`src/rtl/wdt_pkg.sv`:
```
package wdt_pkg;
  localparam int DATA_W = 16;
  localparam int ADDR_W = 4;

  // register addresses
  localparam logic [ADDR_W-1:0] A_CTRL      = 4'd0;
  localparam logic [ADDR_W-1:0] A_CTRL_AUX  = 4'd1;
  localparam logic [ADDR_W-1:0] A_PRESET    = 4'd2;
  localparam logic [ADDR_W-1:0] A_RELOAD    = 4'd3;
  localparam logic [ADDR_W-1:0] A_STAT      = 4'd4;
  localparam logic [ADDR_W-1:0] A_STAT_BOOT = 4'd5;
  localparam logic [ADDR_W-1:0] A_MBOX_IN   = 4'd6;
  localparam logic [ADDR_W-1:0] A_MBOX_OUT  = 4'd7;
  localparam logic [ADDR_W-1:0] A_IRQGEN    = 4'd8;
  localparam logic [ADDR_W-1:0] A_WDCOUNT   = 4'd9;
  localparam logic [ADDR_W-1:0] A_NOTE_A    = 4'd10;
  localparam logic [ADDR_W-1:0] A_NOTE_B    = 4'd11;

  // bit positions
  localparam int ST_TIMEOUT = 0;
  localparam int ST_SWSMI   = 1;
  localparam int ST_OUTINT  = 2;
  localparam logic [DATA_W-1:0] ST_MASK = 16'h0007;
  localparam int SB_SECOND  = 0;
  localparam int SB_BOOT    = 1;
  localparam logic [DATA_W-1:0] SB_MASK = 16'h0003;
  localparam int CT_HALT    = 0;
  localparam int CT_LOCK    = 1;
  localparam logic [DATA_W-1:0] CT_MASK = 16'h0003;

  localparam logic [DATA_W-1:0] CTRL_AUX_RST = 16'h0008;
  localparam logic [7:0]        IRQGEN_RST   = 8'h03;
  localparam int                PRESET_RST   = 4;

  typedef struct packed {
    logic [DATA_W-1:0] ctrl;
    logic [DATA_W-1:0] ctrl_aux;
    logic [DATA_W-1:0] reload;
    logic [DATA_W-1:0] stat;
    logic [DATA_W-1:0] stat_boot;
    logic [7:0]        mbox_in;
    logic [7:0]        mbox_out;
    logic [7:0]        irqgen;
    logic [7:0]        wdcount;
    logic [7:0]        note_a;
    logic [7:0]        note_b;
  } wdt_regs_s;
endpackage

```
`src/rtl/wdt_tick_gen.sv`:
```
module wdt_tick_gen #(
  parameter int TICK_DIV = 1000
) (
  input  logic clk,
  input  logic rst_n,
  input  logic run,
  input  logic restart,
  output logic tick
);
  localparam int PW = (TICK_DIV > 1) ? $clog2(TICK_DIV) : 1;
  localparam logic [PW-1:0] LAST = PW'(TICK_DIV - 1);

  logic [PW-1:0] pcnt_q, pcnt_d;

  assign tick = run && (pcnt_q == LAST);

  always_comb begin
    pcnt_d = pcnt_q;
    if (restart || !run)  pcnt_d = '0;
    else if (tick)        pcnt_d = '0;
    else                  pcnt_d = pcnt_q + PW'(1);
  end

  always_ff @(posedge clk or negedge rst_n) begin
    if (!rst_n) pcnt_q <= '0;
    else        pcnt_q <= pcnt_d;
  end

  generate
    if (TICK_DIV > 1) begin : g_spacing
      // ticks are spaced apart, never back to back
      a_r4_tick_spacing: assert property (@(posedge clk) disable iff (!rst_n)
        tick |=> !tick);
    end
  endgenerate
endmodule

```
`src/rtl/wdt_core.sv`:
```
module wdt_core #(
  parameter int CNT_W = 10
) (
  input  logic             clk,
  input  logic             rst_n,
  input  logic             tick,
  input  logic [CNT_W-1:0] init_val,
  input  logic             cmd_load,
  input  logic             cmd_stop,
  input  logic             cmd_clr,
  input  logic             strap_hi,
  input  logic             no_reboot,
  output logic             running,
  output logic [CNT_W-1:0] remaining,
  output logic             exp_evt,
  output logic             exp_second,
  output logic             exp_reset,
  output logic             reset_req
);
  logic             run_q, run_d;
  logic [CNT_W-1:0] rem_q, rem_d;
  logic             seen_q, seen_d;   // one expiry already seen
  logic             rr_q, rr_d;

  // register writes take priority over an expiry in the same cycle
  assign exp_evt    = tick && run_q && (rem_q == CNT_W'(1)) &&
                      !(cmd_load || cmd_stop || cmd_clr);
  assign exp_second = exp_evt && seen_q;
  assign exp_reset  = exp_second && !strap_hi && !no_reboot;

  always_comb begin
    run_d  = run_q;
    rem_d  = rem_q;
    seen_d = seen_q;
    rr_d   = rr_q;
    if (cmd_load) begin
      run_d = 1'b1;
      rem_d = init_val;
    end else if (cmd_stop) begin
      run_d = 1'b0;
    end else if (exp_evt) begin
      seen_d = !exp_second;
      if (exp_reset) begin
        run_d = 1'b0;
        rr_d  = 1'b1;
      end else begin
        rem_d = init_val;
      end
    end else if (tick && run_q) begin
      rem_d = rem_q - CNT_W'(1);
    end
    if (cmd_clr) seen_d = 1'b0;
  end

  always_ff @(posedge clk or negedge rst_n) begin
    if (!rst_n) begin
      run_q  <= 1'b0;
      rem_q  <= '0;
      seen_q <= 1'b0;
      rr_q   <= 1'b0;
    end else begin
      run_q  <= run_d;
      rem_q  <= rem_d;
      seen_q <= seen_d;
      rr_q   <= rr_d;
    end
  end

  assign running   = run_q;
  assign remaining = rem_q;
  assign reset_req = rr_q;

  // reset request holds once raised
  a_r6_reset_sticky: assert property (@(posedge clk) disable iff (!rst_n)
    reset_req |=> reset_req);
  // a resetting expiry stops the timer
  a_r6_reset_stops: assert property (@(posedge clk) disable iff (!rst_n)
    exp_reset |=> (reset_req && !running));
  // the timer only starts with a preset above 1
  a_r2_start_gate: assert property (@(posedge clk) disable iff (!rst_n)
    $rose(running) |-> ($past(init_val) > CNT_W'(1)));
  // one step down per tick
  a_r4_step: assert property (@(posedge clk) disable iff (!rst_n)
    (run_q && tick && rem_q > CNT_W'(1) && !cmd_load && !cmd_stop)
      |=> (remaining == $past(rem_q) - CNT_W'(1)));
endmodule

```
`src/rtl/wdt_regs.sv`:
```
module wdt_regs
  import wdt_pkg::*;
#(
  parameter int CNT_W = 10
) (
  input  logic              clk,
  input  logic              rst_n,
  input  logic              wr_en,
  input  logic [ADDR_W-1:0] wr_addr,
  input  logic [DATA_W-1:0] wr_data,
  input  logic [ADDR_W-1:0] rd_addr,
  output logic [DATA_W-1:0] rd_data,
  input  logic              smi_en,
  input  logic              running,
  input  logic [CNT_W-1:0]  remaining,
  input  logic              exp_evt,
  input  logic              exp_second,
  input  logic              exp_reset,
  output logic [CNT_W-1:0]  init_val,
  output logic              cmd_load,
  output logic              cmd_stop,
  output logic              cmd_clr,
  output logic              smi_req
);
  wdt_regs_s        r_q, r_d;
  logic [CNT_W-1:0] preset_q, preset_d;
  logic             smi_q, smi_d;
  logic [DATA_W-1:0] ctrl_new;
  logic             w_ctrl, w_reload;

  assign w_ctrl   = wr_en && (wr_addr == A_CTRL);
  assign w_reload = wr_en && (wr_addr == A_RELOAD);
  assign ctrl_new = (wr_data & CT_MASK) | (r_q.ctrl & (DATA_W'(1) << CT_LOCK));

  always_comb begin
    cmd_clr  = w_reload;
    cmd_load = 1'b0;
    cmd_stop = 1'b0;
    if (w_reload)
      cmd_load = !r_q.ctrl[CT_HALT] && (preset_q > CNT_W'(1));
    if (w_ctrl) begin
      cmd_load = !ctrl_new[CT_HALT] && (preset_q > CNT_W'(1));
      cmd_stop = !cmd_load;
    end
  end

  always_comb begin
    r_d      = r_q;
    preset_d = preset_q;
    smi_d    = 1'b0;
    if (wr_en) begin
      case (wr_addr)
        A_CTRL:      r_d.ctrl      = ctrl_new;
        A_CTRL_AUX:  r_d.ctrl_aux  = wr_data;
        A_PRESET:    preset_d      = wr_data[CNT_W-1:0];
        A_RELOAD:    r_d.reload    = cmd_load ? DATA_W'(preset_q) : wr_data;
        A_STAT:      r_d.stat      = wr_data & ST_MASK;
        A_STAT_BOOT: r_d.stat_boot = wr_data & SB_MASK;
        A_MBOX_IN: begin
          r_d.mbox_in            = wr_data[7:0];
          r_d.stat[ST_SWSMI]     = 1'b1;
          smi_d                  = 1'b1;
        end
        A_MBOX_OUT: begin
          r_d.mbox_out           = wr_data[7:0];
          r_d.stat[ST_OUTINT]    = 1'b1;
        end
        A_IRQGEN:    r_d.irqgen    = wr_data[7:0];
        A_WDCOUNT:   r_d.wdcount   = wr_data[7:0];
        A_NOTE_A:    r_d.note_a    = wr_data[7:0];
        A_NOTE_B:    r_d.note_b    = wr_data[7:0];
        default: ;
      endcase
      if (w_ctrl && cmd_load) r_d.reload = DATA_W'(preset_q);
    end
    if (exp_evt) begin
      r_d.stat[ST_TIMEOUT] = 1'b1;
      r_d.reload           = exp_reset ? '0 : DATA_W'(preset_q);
      if (!exp_reset && smi_en) smi_d = 1'b1;
    end
    if (exp_second) begin
      r_d.stat_boot[SB_SECOND] = 1'b1;
      r_d.stat_boot[SB_BOOT]   = 1'b1;
    end
  end

  always_ff @(posedge clk or negedge rst_n) begin
    if (!rst_n) begin
      r_q          <= '0;
      r_q.ctrl_aux <= CTRL_AUX_RST;
      r_q.irqgen   <= IRQGEN_RST;
      preset_q     <= CNT_W'(PRESET_RST);
      smi_q        <= 1'b0;
    end else begin
      r_q          <= r_d;
      preset_q     <= preset_d;
      smi_q        <= smi_d;
    end
  end

  always_comb begin
    rd_data = '0;
    case (rd_addr)
      A_CTRL:      rd_data = r_q.ctrl;
      A_CTRL_AUX:  rd_data = r_q.ctrl_aux;
      A_PRESET:    rd_data = DATA_W'(preset_q);
      A_RELOAD:    rd_data = running ? {r_q.reload[DATA_W-1:CNT_W], remaining}
                                     : r_q.reload;
      A_STAT:      rd_data = r_q.stat;
      A_STAT_BOOT: rd_data = r_q.stat_boot;
      A_MBOX_IN:   rd_data = DATA_W'(r_q.mbox_in);
      A_MBOX_OUT:  rd_data = DATA_W'(r_q.mbox_out);
      A_IRQGEN:    rd_data = DATA_W'(r_q.irqgen);
      A_WDCOUNT:   rd_data = DATA_W'(r_q.wdcount);
      A_NOTE_A:    rd_data = DATA_W'(r_q.note_a);
      A_NOTE_B:    rd_data = DATA_W'(r_q.note_b);
      default:     rd_data = '0;
    endcase
  end

  assign init_val = preset_q;
  assign smi_req  = smi_q;

  // lock bit never falls while out of reset
  a_r7_lock_sticky: assert property (@(posedge clk) disable iff (!rst_n)
    r_q.ctrl[CT_LOCK] |=> r_q.ctrl[CT_LOCK]);
  // inbound mailbox write pulses an SMI request
  a_r9_mbox_smi: assert property (@(posedge clk) disable iff (!rst_n)
    (wr_en && wr_addr == A_MBOX_IN) |=> smi_req);
  // writing halt stops the timer
  a_r8_halt_stops: assert property (@(posedge clk) disable iff (!rst_n)
    (wr_en && wr_addr == A_CTRL && wr_data[CT_HALT]) |=> !running);
  // SMI pulses last one clock unless a write re-triggers
  a_r5_smi_pulse: assert property (@(posedge clk) disable iff (!rst_n)
    (smi_req && !(wr_en && wr_addr == A_MBOX_IN) && !exp_evt) |=> !smi_req);
endmodule

```
`src/rtl/wdt_top.sv`:
```
module wdt_top
  import wdt_pkg::*;
#(
  parameter int CNT_W    = 10,
  parameter int TICK_DIV = 1000
) (
  input  logic        clk,
  input  logic        rst_n,
  input  logic        wr_en,
  input  logic [3:0]  wr_addr,
  input  logic [15:0] wr_data,
  input  logic [3:0]  rd_addr,
  output logic [15:0] rd_data,
  input  logic        smi_en,
  input  logic        strap_hi,
  input  logic        no_reboot,
  output logic        smi_req,
  output logic        reset_req
);
  logic [1:0]       rsync_q;
  logic             rst_sn;
  logic             tick, running, exp_evt, exp_second, exp_reset;
  logic             cmd_load, cmd_stop, cmd_clr;
  logic [CNT_W-1:0] remaining, init_val;

  always_ff @(posedge clk or negedge rst_n) begin
    if (!rst_n) rsync_q <= '0;
    else        rsync_q <= {rsync_q[0], 1'b1};
  end
  assign rst_sn = rsync_q[1];

  wdt_tick_gen #(.TICK_DIV(TICK_DIV)) u_tick (
    .clk(clk), .rst_n(rst_sn), .run(running),
    .restart(cmd_load || exp_evt), .tick(tick)
  );

  wdt_core #(.CNT_W(CNT_W)) u_core (
    .clk(clk), .rst_n(rst_sn), .tick(tick), .init_val(init_val),
    .cmd_load(cmd_load), .cmd_stop(cmd_stop), .cmd_clr(cmd_clr),
    .strap_hi(strap_hi), .no_reboot(no_reboot), .running(running),
    .remaining(remaining), .exp_evt(exp_evt), .exp_second(exp_second),
    .exp_reset(exp_reset), .reset_req(reset_req)
  );

  wdt_regs #(.CNT_W(CNT_W)) u_regs (
    .clk(clk), .rst_n(rst_sn), .wr_en(wr_en), .wr_addr(wr_addr),
    .wr_data(wr_data), .rd_addr(rd_addr), .rd_data(rd_data),
    .smi_en(smi_en), .running(running), .remaining(remaining),
    .exp_evt(exp_evt), .exp_second(exp_second), .exp_reset(exp_reset),
    .init_val(init_val), .cmd_load(cmd_load), .cmd_stop(cmd_stop),
    .cmd_clr(cmd_clr), .smi_req(smi_req)
  );
endmodule

```
`config.mk`:
```
export PLATFORM = sky130hd
export DESIGN_NAME = wdt_top
export DESIGN_NICKNAME = d
export VERILOG_FILES = /design/src/rtl/wdt_pkg.sv /design/src/rtl/wdt_tick_gen.sv /design/src/rtl/wdt_core.sv /design/src/rtl/wdt_regs.sv /design/src/rtl/wdt_top.sv
export SDC_FILE = /design/constraint.sdc
export NUM_CORES = 1
export LEC_CHECK = 0
export BUFFER_PORTS_ARGS = -buffer_cell sky130_fd_sc_hd__buf_2
export CORE_ASPECT_RATIO = 1.5
export CORE_UTILIZATION = 30
export CTS_CLUSTER_DIAMETER = 40
export DETAILED_ROUTE_END_ITERATION = 7
export GPL_TIMING_DRIVEN = 0
export HOLD_SLACK_MARGIN = 0.12
export PLACE_DENSITY_LB_ADDON = 0.1
export SETUP_SLACK_MARGIN = 0.2
export SLEW_MARGIN = 0
export SYNTH_ARGS = -nofsm -noshare
export SYNTH_HDL_FRONTEND = slang
export SYNTH_SLANG_ARGS = --single-unit
```
`constraint.sdc`:
```
create_clock -name clk -period 8.65 [get_ports clk]
set_input_delay 2.595 -clock clk [delete_from_list [all_inputs] [get_ports clk]]
set_output_delay 2.595 -clock clk [all_outputs]
set_load 0.05 [all_outputs]
```
==> impl_metrics.tcl, run 1 <==
set metrics [dict create \
    status "finished clean" \
    achievable-frequency_mhz 134.9 \
    synth_compound_gate_area_share_pct 14.49 \
    routed_length_per_placed_instance_um 20.90 \
    cts_tree "done" \
    cts_repair_resize_count 0 \
    finalNetCount 669 \
    internal-power_w 0.001363 \
    design.core.area_mm2 0.02042 \
    gr-total-overflow 0 \
    proportion_of_synthesized_area_in_mux_cells_pct 18.40 \
    hold_viol_final 0 \
    routability_congestion_estimate_from_global_placement 0.8245 \
    chipWidth_um 119.9 \
    ys_ff_latch 123 \
    yosys_most_used_dff "dfrtp_1" \
    cp_slowest_stage_delay_ns 1.00 \
    clock_skew_ns 0.007204 \
    timing.critical_path.slowest_stage_cell "nor3_1" \
    crit_top_cell "nand2_1" \
    grt_use_total_pct 18.82 \
    clk_root_buffer_cell "clkbuf_16" \
    timing.final.setup_violations 0 \
    regToRegStartpoint "u_core.remaining[8]$_DFFE_PN0P_" \
    synth_sequential_area_ratio_pct 49.33 \
    route.vias.total 4821 \
    fin_crit_ns 7.415 \
    synth_xor_area_share_pct 1.261 \
    drt_pre_antenna_iters 5 \
    final_layout_size_suffix_gt1_share_pct 27.89 \
    final_cycle_share_pct 85.72 \
    switching_power_w 0.0005573 \
    initial_core_util_pct 30.61 \
    netSwitchingFraction_pct 29.03 \
    synth_top_area_share_pct 47.65 \
    drv_slew 0 \
    met2RoutedLength_um 10390 \
    drtAntennaViolNets 0 \
    layout.cell_area.non_filler_mm2 0.007533 \
    totalPowerFinal_w 0.001920 \
    met3_wirelength_um 513 \
    slew_headroom_pct 14.95 \
    first_global_vias 5026 \
    p_leak_nw 3.332 \
    timing_worst_setup_path_type "input port to primary output" \
    die-area_mm2 0.02143 \
    topRoutingLayerUsed "met4" \
    async_reset_ff_share_pct 100.0 \
    design.portCount 48 \
    cts.sinks 123 \
    cells_taking_the_most_area_after_synthesis "dfrtp_1 (48%), mux2_2 (14%), mux2i_1 (4.2%)" \
    clock_transition_at_the_registers_of_the_reported_paths_ns 0.06 \
    path_max_fanout 9 \
    cts_hold_buffers 0 \
    route.final.wire_length_um 19080 \
    dominant_combinational_cell_family_by_area_after_synthesis "multiplexers" \
    critical-path-top-delay-family "simple AND/OR/NAND/NOR gates" \
    startpoint_class_of_the_critical_path "input port" \
    avgViaCountPerCell 5.280 \
    synth-simple-area-share_pct 12.73 \
    worst_r2r_path_depth 6 \
    worstPathBufferInverterCount 2 \
    synthesis.yosys.warnings 0 \
    synth_fa_ha_area_share_pct 0.6006 \
    worst_r2r_endpoint "u_regs.r_q[88]$_DFFE_PN0P_" \
    area_delta_synth_final_pct 20.54 \
    tritoncts.num_buffers 17 \
    worst-endpoint-required_ns 6.06 \
    worst_ir_drop_vdd_mv 0.1276 \
    wire_length_of_the_first_global_routing_pass_um 29680 \
    rrSetupSlack_ns 5.84 \
    post-synth-top-area-cell "dfrtp_1" \
    crit_path_end_kind "primary output" \
    initial_antenna_violation_count 0 \
    hold_ws_ns 0.2904 \
    netlist_cell_types 65 \
    post_cts.repair.setup_buffers 0 \
    synth_edf_count 0 \
    pwr-share-comb_pct 18.7 \
    worst_ep_arrival_time_ns 4.82 \
    min_path_type "flip-flop to async pin" \
    diodes 0 \
    mappedNetlistArea_mm2 0.006250 \
    drt_first_iter_violations 294 \
    post_synth_most_frequent_cells "dfrtp_1 (119), mux2_2 (77), nand2_1 (43)" \
    cts-htree-levels 4 \
    totalNegativeSetupSlack_ns 0 \
    port-buffer-count 45 \
    powerDensity_mw_per_mm2 254.9 \
    synth.avg_cell_area_um2 11.02 \
    clock_power_share_pct 39.6 \
    postSynthNetCount 600 \
    num_rows 64 \
    die_h_um 178.8 \
    drv.max_cap_violation_count 0 \
    half_perimeter_wire_length_after_placement_um 14110 \
    synthMostInstantiatedCell "dfrtp_1" \
    dpl-instance-area_mm2 0.006905 \
    pwr-share-seq_pct 41.7 \
    grt_max_degree 51 \
    drc 0 \
    clock_insertion_delay_worst_skew_ns 0.41 \
    wirelength_met1_um 7670 \
    maximum_count_of_clock_buffers_along_a_single_path 2 \
    tightest_slew_ns 1.266 \
    grt_setup_unrepaired "false" \
    worstPathCellList "clkbuf_1 > nand2_1 > nor3_1 > a222oi_1 > nand2_1 > buf_2" \
    post_synth_inst_count 567 \
]
==> flip-flops by register name, summed over array words and instances, names as in the netlist <==
signal            count
u_core.reset_req      1
u_core.remaining     10
u_tick.pcnt_q        10
rsync_q               2
u_regs.smi_req        1
u_regs.init_val      10
u_core.seen_q         1
u_regs.r_q           87
u_core.running        1
==> cells in the final DEF (no fill, tap or decap), types with 14 or more instances in the layout <==
| cell type | netlist | layout |
|---|---|---|
| dfrtp_1 | 119 | 118 |
| mux2_2 | 77 | 77 |
| buf_2 | 3 | 48 |
| nand2_1 | 43 | 43 |
| nor2_1 | 31 | 31 |
| a21oi_1 | 27 | 27 |
| mux2i_1 | 26 | 26 |
| clkbuf_1 | 19 | 21 |
| clkbuf_16 | 0 | 17 |
| o21ai_0 | 14 | 14 |
==> power groups by stage <==
stage	clock, W	combinational (W)	sequential, W
after floorplan	0	0.000264	0.000780
after global placement	0	0.000343	0.000811
after detailed placement	0	0.000361	0.000809
after CTS	0.000774	0.000363	0.000799
after global routing	0.000804	0.000395	0.000819
final	0.000759	0.000360	0.000801
==> cell families (layout without fill, tap and decap cells) <==
logic type               Yosys count  in the layout
AO/OA/AOI/OAI                    129            129
XOR/XNOR                           9              9
adder cells (fa/ha/maj)            3              3
buffers and inverters             42            124
flip-flops                       123            123
multiplexers                     104            104
other                              1              1
AND/OR/NAND/NOR                  156            156
==> cell type report <==
| class | count | area [um^2] |
|---|---|---|
| fillers | 2043 | 12890 |
| multi-input cells | 402 | 2987 |
| clock inverters | 11 | 167.7 |
| flip-flops and latches | 123 | 3087 |
| repair buffers | 50 | 306.5 |
| clock buffers | 21 | 460.4 |
| plain buffers | 32 | 157.7 |
| inverters | 10 | 37.54 |
| well taps | 264 | 330.3 |
==> worst max-delay path by stage <==
stage / to / slack, ns / start / cells past startpoint
finish: rd_data[6] / 1.24 / rd_addr[0] / 6
CTS: rd_data[6] / 1.20 / rd_addr[0] / 6
detailed placement: rd_data[6] / 1.21 / rd_addr[0] / 6
floorplan: rd_data[5] / 1.44 / rd_addr[0] / 6
global placement: rd_data[6] / 0.21 / rd_addr[0] / 7
global route: rd_data[6] / 1.03 / rd_addr[0] / 6
==> stage by stage <==
stage	util (%)	setup slack [ns]	std cells
after global placement	33.33	0.2078	876
after detailed placement	33.82	1.208	881
after global routing	36.89	1.026	913
after floorplan	-	1.435	567
final	36.89	1.235	913
after CTS	36.89	1.197	913
==> metal layers <==
metal	vias up	GRT usage [%]
li1	2225	-
met1	2458	21.36
met2	106	34.47
met3	32	3.181
met4	0	8.125
met5	-	0
Note: power is estimated with default switching activity, not from simulation.
==> inputs of run 2 (changes only) <==
PLACE_DENSITY = 0.49   (was unset)
PLACE_DENSITY_LB_ADDON = unset   (was 0.1)
SKIP_CTS_REPAIR_TIMING = 1   (was unset)
==> run 2 against run 1 <==
Wire length decreased by 3.3%. Largest power group is now clock. Critical endpoint is now rd_data[5]. Critical path type unchanged. Worst setup slack worse by 0.29 ns. Hold slack worse by 0.040 ns.
==> impl_metrics.tcl, run 2 (synthesized netlist as in run 1, its figures left out) <==
set metrics [dict create \
    cts.sinks 123 \
    startpoint_class_of_the_critical_path "input port" \
    worst_r2r_endpoint "u_regs.r_q[95]$_DFFE_PN0P_" \
    clock_skew_ns 0.01015 \
    tritoncts.num_buffers 17 \
    diodes 0 \
    grt_setup_unrepaired "false" \
    gr-total-overflow 0 \
    grt_max_degree 59 \
    worstPathCellList "clkbuf_1 > nor2b_1 > clkbuf_1 > nor3b_2 > a221oi_1 > o21ai_0 > buf_2" \
    die_h_um 178.8 \
    drv.max_cap_violation_count 0 \
    layout.cells.most_common "dfrtp_1" \
    drtAntennaViolNets 0 \
    worst_ep_arrival_time_ns 5.11 \
    chipWidth_um 119.9 \
    finalNetCount 667 \
    drt_pre_antenna_iters 5 \
    clock_transition_at_the_registers_of_the_reported_paths_ns 0.06 \
    design.core.area_mm2 0.02042 \
    timing.critical_path.slowest_stage_cell "nor3b_2" \
    drv_slew 0 \
    routed_length_per_placed_instance_um 20.25 \
    clock_insertion_delay_worst_skew_ns 0.42 \
    route.vias.total 4760 \
    path_max_fanout 10 \
    final_layout_size_suffix_gt1_share_pct 27.98 \
    port-buffer-count 45 \
    min_path_type "flip-flop to async pin" \
    fin_crit_ns 7.708 \
    hold_viol_final 0 \
    final_core_utilization_pct 37.10 \
    design.portCount 48 \
    powerDensity_mw_per_mm2 263.4 \
    grt_use_total_pct 18.00 \
    max_flop_register "u_regs.r_q" \
    die-area_mm2 0.02143 \
    num_rows 64 \
    initial_core_util_pct 30.61 \
    crit_top_cell "clkbuf_1" \
    maximum_count_of_clock_buffers_along_a_single_path 2 \
    route.final.wire_length_um 18450 \
    mostFrequentLayoutCells "dfrtp_1 (118), mux2_2 (77), buf_2 (48)" \
    totalNegativeSetupSlack_ns 0 \
    crit_path_end_kind "primary output" \
    avgViaCountPerCell 5.225 \
    fillers 2034 \
    first_global_vias 5027 \
    cts_tree "done" \
    largest_register_ff_count 87 \
    area_delta_synth_final_pct 21.20 \
    worst-endpoint-required_ns 6.06 \
    cp_slowest_stage_delay_ns 0.87 \
    crit_start "rd_addr[0]" \
    drt_first_iter_violations 223 \
    cts-htree-levels 4 \
    tightest_slew_ns 1.166 \
    slew_headroom_pct 21.65 \
    regToRegStartpoint "u_regs.init_val[3]$_DFFE_PN0P_" \
    p_leak_nw 3.346 \
    register_area_mm2 0.003087 \
    wire_length_of_the_first_global_routing_pass_um 28520 \
    routability_congestion_estimate_from_global_placement 0.8439 \
    initial_antenna_violation_count 0 \
    clk_root_buffer_cell "clkbuf_16" \
    timing_worst_setup_path_type "input port to primary output" \
    multi_input_comb_area_mm2 0.002987 \
    worst_ir_drop_vdd_mv 0.1375 \
    half_perimeter_wire_length_after_placement_um 13680 \
    rrSetupSlack_ns 5.82 \
    drc 0 \
    status "finished clean" \
    timing.final.setup_violations 0 \
    final_cycle_share_pct 89.11 \
    endpoint "rd_data[5]" \
    worst_r2r_path_depth 6 \
    achievable-frequency_mhz 129.7 \
]
## run 2: cell type report
cell class	count	share of cell area [%]
Sequential cell	123	40.75
Multi-Input combinational cell	402	39.43
Clock buffer	19	5.980
Tap cell	264	4.361
Timing Repair Buffer	48	3.750
Clock inverter	13	3.155
Buffer	32	2.081
Inverter	10	0.4955
## run 2: worst min-delay path by stage
stage / end / depth (start not counted) / slack [ns] / startpoint
after floorplan: rsync_q[1]$_DFF_PN0_ / 0 / 0.33 / rsync_q[0]$_DFF_PN0_
after global placement: rsync_q[1]$_DFF_PN0_ / 0 / 0.34 / rsync_q[0]$_DFF_PN0_
after detailed placement: u_regs.r_q[35]$_DFFE_PN0P_ / 0 / 0.27 / rsync_q[1]$_DFF_PN0_
after CTS: u_regs.r_q[95]$_DFFE_PN0P_ / 0 / 0.28 / rsync_q[1]$_DFF_PN0_
after global routing: u_regs.r_q[35]$_DFFE_PN0P_ / 0 / 0.29 / rsync_q[1]$_DFF_PN0_
final: u_regs.r_q[35]$_DFFE_PN0P_ / 0 / 0.25 / rsync_q[1]$_DFF_PN0_
## run 2: stage by stage
stage,area (um^2),hold WS (ns),total power [W],worst slack [ns],cells
4_1_cts,7575,0.2754,0.002015,0.9795,911
5_1_grt,7575,0.2907,0.002086,0.8565,911
3_3_place_gp,6805,0.3366,0.001148,0.3140,876
3_5_place_dp,6883,0.2681,0.001166,0.9932,879
6_report,7575,0.2502,0.001995,0.9418,911
2_1_floorplan,6250,0.3312,0.001044,1.435,567
## run 2: layer usage
metal	vias up	global-route usage [%]	part of all wire, %
met3	43	3.562	2.6
met1	2387	19.39	39
met5	-	0	0
met2	109	32.88	54
met4	0	9.740	4.6
li1	2221	-	-
## run 2: critical path, delay by kind of cell
family	cells	cell delay (ns)
buf+inv	3	1.05
simple gates	2	1.06
compound gates	2	0.40
## run 2: power breakdown
part,total (W),internal [W],switching (W)
Clock,0.000839,0.000559,0.000280
Sequential,0.000799,0.000702,0.0000963
Combinational,0.000358,0.000163,0.000195
==> inputs of run 3 (changes only) <==
PLACE_DENSITY = 0.48   (was 0.49)
SYNTH_HIERARCHICAL = 1   (was unset)
==> run 3 against run 2 <==
Cell count is 3.3% higher. Power is 2.7% lower. Hold slack better by 0.11 ns. Highest routed layer unchanged.
==> impl_metrics.tcl, run 3 <==
set metrics [dict create \
    worst_r2r_path_depth 13 \
    synthesis.yosys.warnings 6 \
    p_leak_nw 3.388 \
    routed_length_per_placed_instance_um 20.00 \
    avgViaCountPerCell 5.399 \
    design.core.area_mm2 0.02164 \
    yosys_most_used_dff "dfrtp_1" \
    worst_r2r_endpoint "u_regs/r_q[86]$_DFFE_PN0P_" \
    layout.cells.most_common "dfrtp_1" \
    hold_viol_final 0 \
    finalNetCount 689 \
    num_rows 66 \
    post_synth_inst_count 590 \
    slew_headroom_pct 26.17 \
    worst_ep_arrival_time_ns 4.61 \
    powerDensity_mw_per_mm2 249.2 \
    route.final.wire_length_um 18820 \
    largest_register_ff_count 87 \
    async_reset_ff_share_pct 100.0 \
    synth_sequential_area_ratio_pct 46.71 \
    ys_ff_latch 123 \
    path_max_fanout 10 \
    clock_skew_ns 0.008318 \
    drv.max_cap_violation_count 0 \
    hp-start "rsync_q[0]$_DFF_PN0_" \
    first_global_vias 5373 \
    fin_crit_ns 7.208 \
    status "finished clean" \
    worstHoldPathCells 0 \
    initial_core_util_pct 30.51 \
    post_synth_most_frequent_cells "dfrtp_1 (119), mux2_2 (73), nor2_1 (44)" \
    half_perimeter_wire_length_after_placement_um 13900 \
    drtAntennaViolNets 0 \
    gr-total-overflow 0 \
    chipWidth_um 123.1 \
    tritoncts.num_buffers 17 \
    min_path_type "flip-flop to flip-flop" \
    drt_pre_antenna_iters 4 \
    tightest_slew_ns 1.103 \
    max_flop_register "u_regs/r_q" \
    startpoint_class_of_the_critical_path "input port" \
    routability_congestion_estimate_from_global_placement 0.8464 \
    drc 0 \
    final_cells 941 \
    crit_path_end_kind "primary output" \
    final_cycle_share_pct 83.33 \
    initial_antenna_violation_count 0 \
    final_layout_size_suffix_gt1_share_pct 29.30 \
    route.vias.total 5080 \
    synth.avg_cell_area_um2 11.19 \
    rrSetupSlack_ns 4.83 \
    grt_max_degree 68 \
    grt_setup_unrepaired "false" \
    netlist_cell_types 75 \
    post-synth-top-area-cell "dfrtp_1" \
    mostFrequentLayoutCells "dfrtp_1 (118), mux2_2 (73), buf_2 (58)" \
    postSynthNetCount 623 \
    achievable-frequency_mhz 138.7 \
    synth_edf_count 0 \
    synthMostInstantiatedCell "dfrtp_1" \
    timing.final.setup_violations 0 \
    drt_first_iter_violations 318 \
    clk_root_buffer_cell "clkbuf_16" \
    cts-htree-levels 4 \
    cts_tree "done" \
    synth_top_area_share_pct 45.12 \
    cells_taking_the_most_area_after_synthesis "dfrtp_1 (45%), mux2_2 (12%), mux2i_1 (5.8%)" \
    worst_hold_path.endpoint "rsync_q[1]$_DFF_PN0_" \
    area_delta_synth_final_pct 17.99 \
    totalNegativeSetupSlack_ns 0 \
    cts.sinks 123 \
    wire_length_of_the_first_global_routing_pass_um 29810 \
    maximum_count_of_clock_buffers_along_a_single_path 2 \
    mappedNetlistArea_mm2 0.006600 \
    diodes 0 \
    timing_worst_setup_path_type "input port to primary output" \
    placed_cells_incl_taps 909 \
    drv_slew 0 \
    regToRegStartpoint "u_regs/init_val[8]$_DFFE_PN0P_" \
    die_h_um 183.7 \
    clock_insertion_delay_worst_skew_ns 0.42 \
    grt_use_total_pct 17.88 \
    worst_ir_drop_vdd_mv 0.1547 \
    worst-endpoint-required_ns 6.06 \
    design.portCount 48 \
    fillers 2193 \
    clock_transition_at_the_registers_of_the_reported_paths_ns 0.05 \
    port-buffer-count 46 \
    die-area_mm2 0.02261 \
]
==> run 3: stage by stage <==
| stage | hold slack, ns | setup slack (ns) | util (%) | cell area [um^2] | total power (W) |
|---|---|---|---|---|---|
| after floorplan | 0.3312 | 1.479 | - | 6600 | 0.001113 |
| after global placement | 0.3411 | 1.428 | 33.14 | 7171 | 0.001230 |
| after detailed placement | 0.3403 | 1.425 | 33.29 | 7202 | 0.001243 |
| after CTS | 0.3625 | 1.424 | 35.99 | 7787 | 0.001962 |
| after global routing | 0.3688 | 1.267 | 35.99 | 7787 | 0.002039 |
| final | 0.3587 | 1.442 | 35.99 | 7787 | 0.001941 |
==> run 3: worst max-delay path by stage <==
stage / from / end / slack (ns) / cells after the start
2_1_floorplan: rd_addr[1] / rd_data[4] / 1.48 / 5
3_3_place_gp: rd_addr[3] / rd_data[0] / 1.43 / 8
3_5_place_dp: rd_addr[3] / rd_data[0] / 1.42 / 8
4_1_cts: rd_addr[2] / rd_data[0] / 1.42 / 7
5_1_grt: rd_addr[3] / rd_data[0] / 1.27 / 8
6_report: rd_addr[2] / rd_data[0] / 1.44 / 7
==> run 3: power by group <==
group / internal, W / leakage [nW] / switching [W] / total (W)
clock network: 0.000453 / 0.283 / 0.000254 / 0.000707
registers: 0.000708 / 1.53 / 0.000128 / 0.000837
logic: 0.000190 / 1.57 / 0.000208 / 0.000398
==> run 3: final cells by class <==
| type | instances | area [um^2] | share of cell area (%) |
|---|---|---|---|
| Multi-Input combinational cell | 420 | 3309 | 42.50 |
| Sequential cell | 123 | 3087 | 39.64 |
| Clock buffer | 25 | 495.5 | 6.362 |
| Tap cell | 272 | 340.3 | 4.370 |
| Timing Repair Buffer | 47 | 257.7 | 3.310 |
| Buffer | 33 | 155.1 | 1.992 |
| Clock inverter | 7 | 90.09 | 1.157 |
| Inverter | 14 | 52.55 | 0.6748 |
==> run 3: critical path, stage by stage <==
cell	delay, ns
buf_2	0.11
clkbuf_1	0.38
clkbuf_1	0.57
mux2i_1	0.19
o22a_1	0.22
o21ai_0	0.23
buf_2	0.32
==> run 3: cell families after synthesis <==
family / synth area share (%)
AND/OR/NAND/NOR: 15.01
flip-flops: 46.71
other: 0.05682
adder cells (fa/ha/maj): 0.5688
multiplexers: 19.07
AO/OA/AOI/OAI: 14.64
XOR/XNOR: 0.7964
buffers and inverters: 3.147
==> run 3: routing by layer <==
metal,vias up,part of all wire (%),GRT usage [%]
li1,2359,-,-
met1,2555,40,19.57
met2,122,53,31.82
met3,44,3.1,3.691
met4,0,4.1,9.590
met5,-,0,0
